$ cat src/rtl/nbr_pkg.sv
package nbr_pkg;

    localparam int NIB_W = 4;

    localparam logic [NIB_W-1:0] NIB_START  = 4'b1101;
    localparam logic [NIB_W-1:0] NIB_SIZE1  = 4'b0000;
    localparam logic [NIB_W-1:0] NIB_ONES   = 4'b1111;
    localparam logic [NIB_W-1:0] SYNC_WAIT  = 4'b0101;
    localparam logic [NIB_W-1:0] SYNC_READY = 4'b0000;

    typedef enum logic [3:0] {
        PH_IDLE,
        PH_START,
        PH_SEL,
        PH_ADDR,
        PH_SIZE,
        PH_TAR_DRV,
        PH_TAR_FLT,
        PH_SYNC,
        PH_DATA,
        PH_RTAR_DRV,
        PH_RTAR_FLT
    } phase_e;

    typedef enum logic [1:0] {
        SY_WAIT,
        SY_READY,
        SY_BAD
    } sync_e;

    typedef struct packed {
        logic done;
        logic timeout;
        logic bad_sync;
    } finish_t;

    function automatic sync_e classify_sync(input logic [NIB_W-1:0] nib);
        if (nib == SYNC_WAIT)
            return SY_WAIT;
        else if (nib == SYNC_READY)
            return SY_READY;
        else
            return SY_BAD;
    endfunction

    function automatic logic phase_drives(input phase_e ph);
        return !(ph inside {PH_TAR_FLT, PH_SYNC, PH_DATA, PH_RTAR_DRV, PH_RTAR_FLT});
    endfunction

endpackage

$ cat src/rtl/nbr_wait_ctr.sv
module nbr_wait_ctr #(
    parameter int MAX_WAITS = 16
) (
    input  logic clk,
    input  logic rst,
    input  logic clr,
    input  logic inc,
    output logic at_limit
);
    localparam int CNT_W = $clog2(MAX_WAITS + 1);

    logic [CNT_W-1:0] cnt_q;

    always_ff @(posedge clk) begin
        if (rst || clr)
            cnt_q <= '0;
        else if (inc)
            cnt_q <= cnt_q + 1'b1;
    end

    assign at_limit = (cnt_q == CNT_W'(MAX_WAITS));

endmodule

$ cat src/rtl/nbr_seq.sv
module nbr_seq
    import nbr_pkg::*;
#(
    parameter int ADDR_NIBS = 7,
    parameter int DATA_NIBS = 2,
    parameter int BEAT_W    = 3
) (
    input  logic              clk,
    input  logic              rst,
    input  logic              accept,
    input  logic [NIB_W-1:0]  bus_in,
    input  logic              wait_limit,
    output phase_e            phase,
    output logic [BEAT_W-1:0] beat,
    output logic              wait_inc,
    output finish_t           fin
);
    phase_e            phase_d;
    logic [BEAT_W-1:0] beat_d;
    finish_t           fin_d;

    always_comb begin
        phase_d  = phase;
        beat_d   = beat;
        fin_d    = '0;
        wait_inc = 1'b0;
        case (phase)
            PH_IDLE:     if (accept) phase_d = PH_START;
            PH_START:    phase_d = PH_SEL;
            PH_SEL: begin
                phase_d = PH_ADDR;
                beat_d  = '0;
            end
            PH_ADDR: begin
                if (beat == BEAT_W'(ADDR_NIBS - 1))
                    phase_d = PH_SIZE;
                else
                    beat_d = beat + 1'b1;
            end
            PH_SIZE:     phase_d = PH_TAR_DRV;
            PH_TAR_DRV:  phase_d = PH_TAR_FLT;
            PH_TAR_FLT:  phase_d = PH_SYNC;
            PH_SYNC: begin
                case (classify_sync(bus_in))
                    SY_WAIT: begin
                        if (wait_limit) begin
                            phase_d     = PH_IDLE;
                            fin_d.done    = 1'b1;
                            fin_d.timeout = 1'b1;
                        end else begin
                            wait_inc = 1'b1;
                        end
                    end
                    SY_READY: begin
                        phase_d = PH_DATA;
                        beat_d  = '0;
                    end
                    default: begin
                        phase_d        = PH_IDLE;
                        fin_d.done     = 1'b1;
                        fin_d.bad_sync = 1'b1;
                    end
                endcase
            end
            PH_DATA: begin
                if (beat == BEAT_W'(DATA_NIBS - 1))
                    phase_d = PH_RTAR_DRV;
                else
                    beat_d = beat + 1'b1;
            end
            PH_RTAR_DRV: phase_d = PH_RTAR_FLT;
            PH_RTAR_FLT: begin
                phase_d    = PH_IDLE;
                fin_d.done = 1'b1;
            end
            default:     phase_d = PH_IDLE;
        endcase
    end

    always_ff @(posedge clk) begin
        if (rst) begin
            phase <= PH_IDLE;
            beat  <= '0;
            fin   <= '0;
        end else begin
            phase <= phase_d;
            beat  <= beat_d;
            fin   <= fin_d;
        end
    end

endmodule

$ cat src/rtl/nbr_drive.sv
module nbr_drive
    import nbr_pkg::*;
#(
    parameter int ADDR_W    = 28,
    parameter int ADDR_NIBS = 7,
    parameter int BEAT_W    = 3
) (
    input  logic              clk,
    input  logic              rst,
    input  logic              accept,
    input  logic [ADDR_W-1:0] req_addr,
    input  logic [NIB_W-1:0]  req_id,
    input  phase_e            phase,
    input  logic [BEAT_W-1:0] beat,
    output logic [NIB_W-1:0]  bus_out,
    output logic              bus_oe,
    output logic              frame_n
);
    localparam int PAD_W = ADDR_NIBS * NIB_W;

    logic [PAD_W-1:0] addr_q;
    logic [NIB_W-1:0] id_q;
    logic [PAD_W-1:0] addr_shift;

    always_ff @(posedge clk) begin
        if (rst) begin
            addr_q <= '0;
            id_q   <= '0;
        end else if (accept) begin
            addr_q <= PAD_W'(req_addr);
            id_q   <= req_id;
        end
    end

    // most significant nibble goes out at beat 0
    assign addr_shift = addr_q >> (NIB_W * (ADDR_NIBS - 1 - int'(beat)));

    always_comb begin
        case (phase)
            PH_START: bus_out = NIB_START;
            PH_SEL:   bus_out = id_q;
            PH_ADDR:  bus_out = addr_shift[NIB_W-1:0];
            PH_SIZE:  bus_out = NIB_SIZE1;
            default:  bus_out = NIB_ONES;
        endcase
    end

    assign bus_oe  = phase_drives(phase);
    assign frame_n = (phase != PH_START);

endmodule

$ cat src/rtl/nbr_capture.sv
module nbr_capture
    import nbr_pkg::*;
#(
    parameter int DATA_NIBS = 2,
    parameter int BEAT_W    = 3
) (
    input  logic                       clk,
    input  logic                       rst,
    input  logic                       clr,
    input  logic                       cap_en,
    input  logic [BEAT_W-1:0]          beat,
    input  logic [NIB_W-1:0]           bus_in,
    output logic [DATA_NIBS*NIB_W-1:0] data
);
    // nibble g of the byte arrives at data beat g, low half first
    for (genvar g = 0; g < DATA_NIBS; g++) begin : g_nib
        always_ff @(posedge clk) begin
            if (rst || clr)
                data[g*NIB_W +: NIB_W] <= '0;
            else if (cap_en && (beat == BEAT_W'(g)))
                data[g*NIB_W +: NIB_W] <= bus_in;
        end
    end

endmodule

$ cat src/rtl/nbr_read_init.sv
module nbr_read_init
    import nbr_pkg::*;
#(
    parameter int ADDR_W    = 28,
    parameter int MAX_WAITS = 16
) (
    input  logic              clk,
    input  logic              rst,
    input  logic              req_valid,
    input  logic [ADDR_W-1:0] req_addr,
    input  logic [3:0]        req_id,
    output logic              req_ready,
    input  logic [3:0]        bus_in,
    output logic [3:0]        bus_out,
    output logic              bus_oe,
    output logic              frame_n,
    output logic              done,
    output logic [7:0]        rd_data,
    output logic              timeout_err,
    output logic              sync_err
);
    localparam int ADDR_NIBS = (ADDR_W + NIB_W - 1) / NIB_W;
    localparam int DATA_NIBS = 8 / NIB_W;
    localparam int MAX_BEATS = (ADDR_NIBS > DATA_NIBS) ? ADDR_NIBS : DATA_NIBS;
    localparam int BEAT_W    = (MAX_BEATS > 1) ? $clog2(MAX_BEATS) : 1;

    phase_e            phase;
    logic [BEAT_W-1:0] beat;
    logic              accept;
    logic              wait_inc;
    logic              wait_limit;
    finish_t           fin;

    assign req_ready = (phase == PH_IDLE);
    assign accept    = req_valid && req_ready;

    nbr_seq #(
        .ADDR_NIBS (ADDR_NIBS),
        .DATA_NIBS (DATA_NIBS),
        .BEAT_W    (BEAT_W)
    ) seq_i (
        .clk        (clk),
        .rst        (rst),
        .accept     (accept),
        .bus_in     (bus_in),
        .wait_limit (wait_limit),
        .phase      (phase),
        .beat       (beat),
        .wait_inc   (wait_inc),
        .fin        (fin)
    );

    nbr_wait_ctr #(
        .MAX_WAITS (MAX_WAITS)
    ) wait_i (
        .clk      (clk),
        .rst      (rst),
        .clr      (accept),
        .inc      (wait_inc),
        .at_limit (wait_limit)
    );

    nbr_drive #(
        .ADDR_W    (ADDR_W),
        .ADDR_NIBS (ADDR_NIBS),
        .BEAT_W    (BEAT_W)
    ) drive_i (
        .clk      (clk),
        .rst      (rst),
        .accept   (accept),
        .req_addr (req_addr),
        .req_id   (req_id),
        .phase    (phase),
        .beat     (beat),
        .bus_out  (bus_out),
        .bus_oe   (bus_oe),
        .frame_n  (frame_n)
    );

    nbr_capture #(
        .DATA_NIBS (DATA_NIBS),
        .BEAT_W    (BEAT_W)
    ) cap_i (
        .clk    (clk),
        .rst    (rst),
        .clr    (accept),
        .cap_en (phase == PH_DATA),
        .beat   (beat),
        .bus_in (bus_in),
        .data   (rd_data)
    );

    assign done        = fin.done;
    assign timeout_err = fin.timeout;
    assign sync_err    = fin.bad_sync;

endmodule

$ cat config.mk
export PLATFORM = sky130hd
export DESIGN_NAME = nbr_read_init
export DESIGN_NICKNAME = d
export VERILOG_FILES = /design/src/rtl/nbr_pkg.sv /design/src/rtl/nbr_wait_ctr.sv /design/src/rtl/nbr_seq.sv /design/src/rtl/nbr_drive.sv /design/src/rtl/nbr_capture.sv /design/src/rtl/nbr_read_init.sv
export SDC_FILE = /design/constraint.sdc
export NUM_CORES = 1
export LEC_CHECK = 0
export BUFFER_PORTS_ARGS = -buffer_cell sky130_fd_sc_hd__buf_2
export CORE_ASPECT_RATIO = 0.5
export CORE_MARGIN = 10
export CORE_UTILIZATION = 49
export DETAILED_ROUTE_END_ITERATION = 6
export GPL_TIMING_DRIVEN = 0
export MAX_ROUTING_LAYER = met4
export PLACE_DENSITY = 0.73
export SLEW_MARGIN = 20
export SYNTH_ARGS = -nofsm -noshare
export SYNTH_HDL_FRONTEND = slang
export SYNTH_SLANG_ARGS = --single-unit
export TNS_END_PERCENT = 30
$ cat constraint.sdc
create_clock -name clk -period 5.8 [get_ports clk]
set_clock_uncertainty 0.1 [all_clocks]
set_input_delay 0.58 -clock clk [delete_from_list [all_inputs] [get_ports clk]]
set_output_delay 0.58 -clock clk [all_outputs]
set_load 0.03 [all_outputs]
Word level (Yosys, flattened, before mapping)
Index checks and enable logic that the tools add are counted.

Output and inout bits: 18. Register bits: 55. Input bits: 39.

Mux-type cells: 21. Bitwise logic cells: 2. Eq/ne operators: 23. Reduce and logical (&&, ||, !) cells: 16. Shift-type cells: 1. $add $sub $neg: 3.

Operator list (count): case mux 4 bit (10 select lines) (1); right shift 28 x 32 -> 4 bit (1); equality test 4 x 3 -> 1 bit (second input constant) (5); 2-to-1 mux 4 bit (4); case mux 4 bit (4 select lines) (1); equality test 4 bit (second input constant) (3); case mux 3 bit (4 select lines) (1); inequality test 2 bit (second input constant) (5); 2-to-1 mux 3 bit (3); equality test 4 x 2 -> 1 bit (second input constant) (2); logical NOT 4 bit (2); 2-to-1 mux 2 bit (4); case mux 4 bit (2 select lines) (1); AND reduction 4 bit (2); adder 5 x 1 -> 5 bit (second input constant) (1); equality test 5 bit (second input constant) (1); nonzero test 5 bit (1); equality test 4 x 1 -> 1 bit (second input constant) (1); 2-to-1 mux 1 bit (4); inequality test 4 x 1 -> 1 bit (second input constant) (1); case mux 1 bit (2 select lines) (2); nonzero test 4 bit (1); OR reduction 2 bit (2); subtractor 3 x 3 -> 4 bit (first input constant) (1); other kinds (13) (16).

Depth between registers and ports, before layout
Word-level depth: 7. Mapped depth: 9. Depth with buffers taken out: 6.

By module
Synthesis repeated with hierarchy kept, for this count alone.

Cells, all modules: 308. Area total of the unflattened synthesis: 2860.2 sq um.

By module, submodules not included: nbr_drive (times used 1, seq. area each 640.6 sq um, cells an instance 168, area an instance 1536.5 sq um); nbr_seq (times used 1, seq. area each 200.2 sq um, cells an instance 77, area an instance 625.6 sq um); nbr_capture (times used 1, seq. area each 160.2 sq um, cells an instance 33, area an instance 401.6 sq um); nbr_wait_ctr (times used 1, seq. area each 100.1 sq um, cells an instance 27, area an instance 269.0 sq um); nbr_read_init (times used 1, seq. area each 0.0 sq um, cells an instance 3, area an instance 27.5 sq um).

Least setup slack after synthesis
No wires, ideal clock.

Kind: reg-to-output. Start point: reg seq_i.beat[0]. End point: out bus_out[0]. Arrival: 2738 ps. Stages on the path, launching flop included: 10. Setup slack: 2382 ps. Required time: 5120 ps. Cells stage by stage: dfxtp_1 -> clkbuf_1 -> clkbuf_1 -> inv_1 -> ha_1 -> clkbuf_1 -> mux2i_1 -> o21ai_0 -> mux2i_1 -> o21ai_0.

Cells in the longest elaborated chain, start to end: 3.

Ends and longest elaborated chain: from (decl) (line nbr_seq.sv:14) `output logic [BEAT_W-1:0] beat,`; from (signal assigned) (line nbr_seq.sv:87) `beat <= beat_d;`; subtractor 3 x 3 -> 4 bit (line nbr_drive.sv:36) `assign addr_shift = addr_q >> (NIB_W * (ADDR_NIBS - 1 - int'(beat)));`; right shift 28 x 32 -> 4 bit (line nbr_drive.sv:36); case mux 4 bit (4 select lines) (line nbr_drive.sv:39) `case (phase)`; to (decl) (line nbr_read_init.sv:14) `output logic [3:0] bus_out,`.

No other way between the ends.

Worst setup path in the final report
Same ends and word-level chain as after synthesis.

==> results.ini <==
[sta]
hold_viol_final=0
clock.fmax_mhz=250.3
fin_tns_setup_ps=0
final-setup-viol-count=0
timing_max_transition_violations_final=0
fin_crit_sh=0.6889
worstMarginPinSlew_ps=813.7
post-route-min-period_ps=3996
rsz0062_at_grt=false
maxSlewHeadroom=0.4525

[logic_synthesis]
syn_area_per_cell_um2=8.318
synth.ff_latch_count=55
dominantRegCellSynth=sky130_fd_sc_hd__dfxtp_1
synthDistinctLibCells=43
synth_area_um2=2670
post-synth-top-area-fraction=0.4124
yosys.area_share.simple=0.2479
synth_top_family_by_area=simple AND/OR/NAND/NOR gates
yosys.area_share.adder=0.02812
synth-edff-count=0
postSynthCellCount=321
mappedNetlistNets=366
synth_warnings=0
synth-compound-area-share=0.1232
seq_area_frac_synth=0.4124
post_synth_xor_area_fraction=0.02296
synth_top_area_cell=sky130_fd_sc_hd__dfxtp_1
synthMuxAreaShare=0.1087
synthTopCellsByArea=sky130_fd_sc_hd__dfxtp_1, sky130_fd_sc_hd__nand2_1, sky130_fd_sc_hd__mux2i_1
async_s_r_ff_share_synth=0

[cells_and_area]
fill_count=500
n_antenna_cell=0
drive_gt1_frac=0.2031
synthesis_to_finish_area_growth_pct=16.78
area.sequential_um2=1101
finalNetCount=428
fin_area_um2=3118
finalCoreUtilization=0.6126
multi_input_comb_area_um2=1418
layoutNonFillerInstCount=454

[detailed_routing]
post-route-drc-count=0
detailedRoute.firstIterationViolations=153
drt.antenna.violating_nets=0
num_vias=2393
wire_per_inst_um=14.43
viasPerCell=5.271
wl_mm=6.549
drt_first_pass_iters=4

[placement]
place_hpwl_mm=5.139
detailed_place.area_um2=3033
gpl.final_weighted_congestion=0.9116
numPortBuffers=55
placedCellCount=446

[flow_run]
timing.max_cap.violations=0

[clocking]
tritoncts=built
max-clock-path-buffers=2
cts_root_buffer=sky130_fd_sc_hd__clkbuf_8
post_cts_hold_buffer_count=0
htree_num_levels=2
clk_pin_slew_ps=90
cts-resized-gates=0
inserted_clock_buffers=5
worst_skew_pair.late_latency_ps=310
number_of_buffers_added_for_setup_after_cts=0
cts_num_sinks=55

[floorplan]
fp.coreArea_um2=5090
initial_core_util=0.5246
floorplan.rows=18
chipWidth_um=124.4
ioPinCount=57
chipHeight_um=72.20
floorplan.die_area_um2=8981

[grt]
grt_antenna_before_repair=0
first_global_vias=2382
grt_max_degree=17
globalRoute.totalOverflow=0
grt_usage=0.1479
grt_pass1_wl_mm=10.96

[worst_setup_path]
cp_slowest_cell=sky130_fd_sc_hd__clkbuf_1
cpLargestDelayFamily=buffers and inverters
type_of_the_worst_setup_path=flop to primary output
crit_chain=clkbuf_1 > clkbuf_1 > inv_1 > ha_1 > clkbuf_1 > mux4_2 > mux2i_1 > o21ai_0 > buf_2
crit_arrival_ps=3320
cp_num_buf_inv=5
timing.critical_path.fanout_max=10
cp-end-kind=primary output
path_common_cell=sky130_fd_sc_hd__clkbuf_1
slowest_delay_ps=440
setup.worst_path.start_class=flop
worst-endpoint-required_ps=5120

[min_path]
timing.hold.worst.class=flop to flop

[power]
power.total_mw=0.7770
cellLeakagePower_nw=1.197
p_per_area_nw_per_um2=249.2
ir_drop_mv=0.1175

[outcome]
outcome=finished, final reports clean

==> tightest hold or removal path: cells and delay by family, from the launching register on <==
| family | cells | cell delay, ps |
|---|---|---|
| compound gates | 1 | 50 |
| flops | 1 | 320 |
| simple gates | 1 | 50 |
==> cell type report <==
class | instances | area share
clock buffers | 6 | 0.02327
plain buffers | 25 | 0.03772
multi-input cells | 232 | 0.4547
clock inverters | 2 | 0.004013
inverters | 9 | 0.01083
repair buffers | 55 | 0.08828
well taps | 70 | 0.02809
flip-flops and latches | 55 | 0.3531
==> stage by stage <==
step	setup WS, ps	hold WS [ps]
floorplan	2382	333.1
global placement	2136	340.5
detailed placement	2110	347.1
CTS	1775	361.6
global route	1518	386.7
finish	1804	358.2
==> kinds of logic after synthesis <==
kind of cell | Yosys count
AOI/OAI and AO/OA | 60
muxes | 24
adders and majority gates | 6
xor gates and xnor gates | 7
buffers and inverters | 34
DFF | 55
and+or+nand+nor | 135
==> report_power, final <==
group          internal, mW  switching, mW
Sequential            0.399         0.0103
Combinational        0.0587          0.101
Clock                0.0847          0.123
==> sequential cells by signal, summed over array words and instances, names as in the netlist <==
name            count
drive_i.addr_q     28
cap_i.data          8
wait_i.cnt_q        5
drive_i.id_q        4
seq_i.phase         4
seq_i.beat          3
seq_i.fin           3
==> worst paths after layout <==
check | start | to | slack, ps | depth (start not counted)
setup / recovery | seq_i.beat[0] | bus_out[0] | 1800 | 9
hold / removal | drive_i.addr_q[7] | drive_i.addr_q[7] | 360 | 2
setup reg to reg | seq_i.beat[0] | seq_i.beat[1] | 3290 | 7
hold reg to reg | drive_i.addr_q[7] | drive_i.addr_q[7] | 360 | 2
==> layer usage <==
| metal | wire length, µm | vias to the layer above | track usage |
|---|---|---|---|
| met2 | 3132 | 62 | 0.2512 |
| li1 | - | 1205 | - |
| met1 | 2999 | 1115 | 0.1731 |
| met5 | 0 | - | - |
| met4 | 85 | 0 | 0.04236 |
| met3 | 332 | 11 | 0.03553 |
==> cells in the final DEF, fill, tap and decap left out, types with 2 or more instances in the layout <==
| cell type | synthesis | routed |
|---|---|---|
| sky130_fd_sc_hd__ha_1 | 6 | 6 |
| sky130_fd_sc_hd__clkbuf_8 | 0 | 5 |
| sky130_fd_sc_hd__or4_1 | 2 | 2 |
| sky130_fd_sc_hd__xnor2_1 | 4 | 4 |
| sky130_fd_sc_hd__inv_1 | 9 | 9 |
| sky130_fd_sc_hd__a31oi_1 | 2 | 2 |
| sky130_fd_sc_hd__a21oi_1 | 39 | 39 |
| sky130_fd_sc_hd__nor2b_1 | 4 | 4 |
| sky130_fd_sc_hd__dfxtp_1 | 55 | 55 |
| sky130_fd_sc_hd__clkbuf_1 | 16 | 17 |
| sky130_fd_sc_hd__nand2b_1 | 6 | 6 |
| sky130_fd_sc_hd__nor4_1 | 4 | 4 |
| sky130_fd_sc_hd__nor2_1 | 19 | 19 |
| sky130_fd_sc_hd__buf_2 | 4 | 59 |
| sky130_fd_sc_hd__nand3b_1 | 3 | 3 |
| sky130_fd_sc_hd__buf_4 | 3 | 3 |
| sky130_fd_sc_hd__mux2i_1 | 20 | 20 |
| sky130_fd_sc_hd__nand3_1 | 8 | 8 |
| sky130_fd_sc_hd__xor2_1 | 3 | 3 |
| sky130_fd_sc_hd__nor3_1 | 5 | 5 |
| sky130_fd_sc_hd__nand2_1 | 73 | 73 |
| sky130_fd_sc_hd__o21ai_0 | 11 | 11 |
| sky130_fd_sc_hd__mux4_2 | 4 | 4 |
==> cells in the mapped netlist (all sizes together) (2+ instances only) <==
library cell	count
mux2i	20
nand2b	7
nor2b	4
or4	2
mux4	4
a31oi	2
nand2	73
dfxtp	55
nand3b	3
nor3	5
o21ai	11
nor4	5
nand3	8
inv	9
a21oi	39
xnor2	4
buf	9
xor2	3
clkbuf	16
nand4bb	2
nor2	19
ha	6
Note: power is estimated with default switching activity, not from simulation.
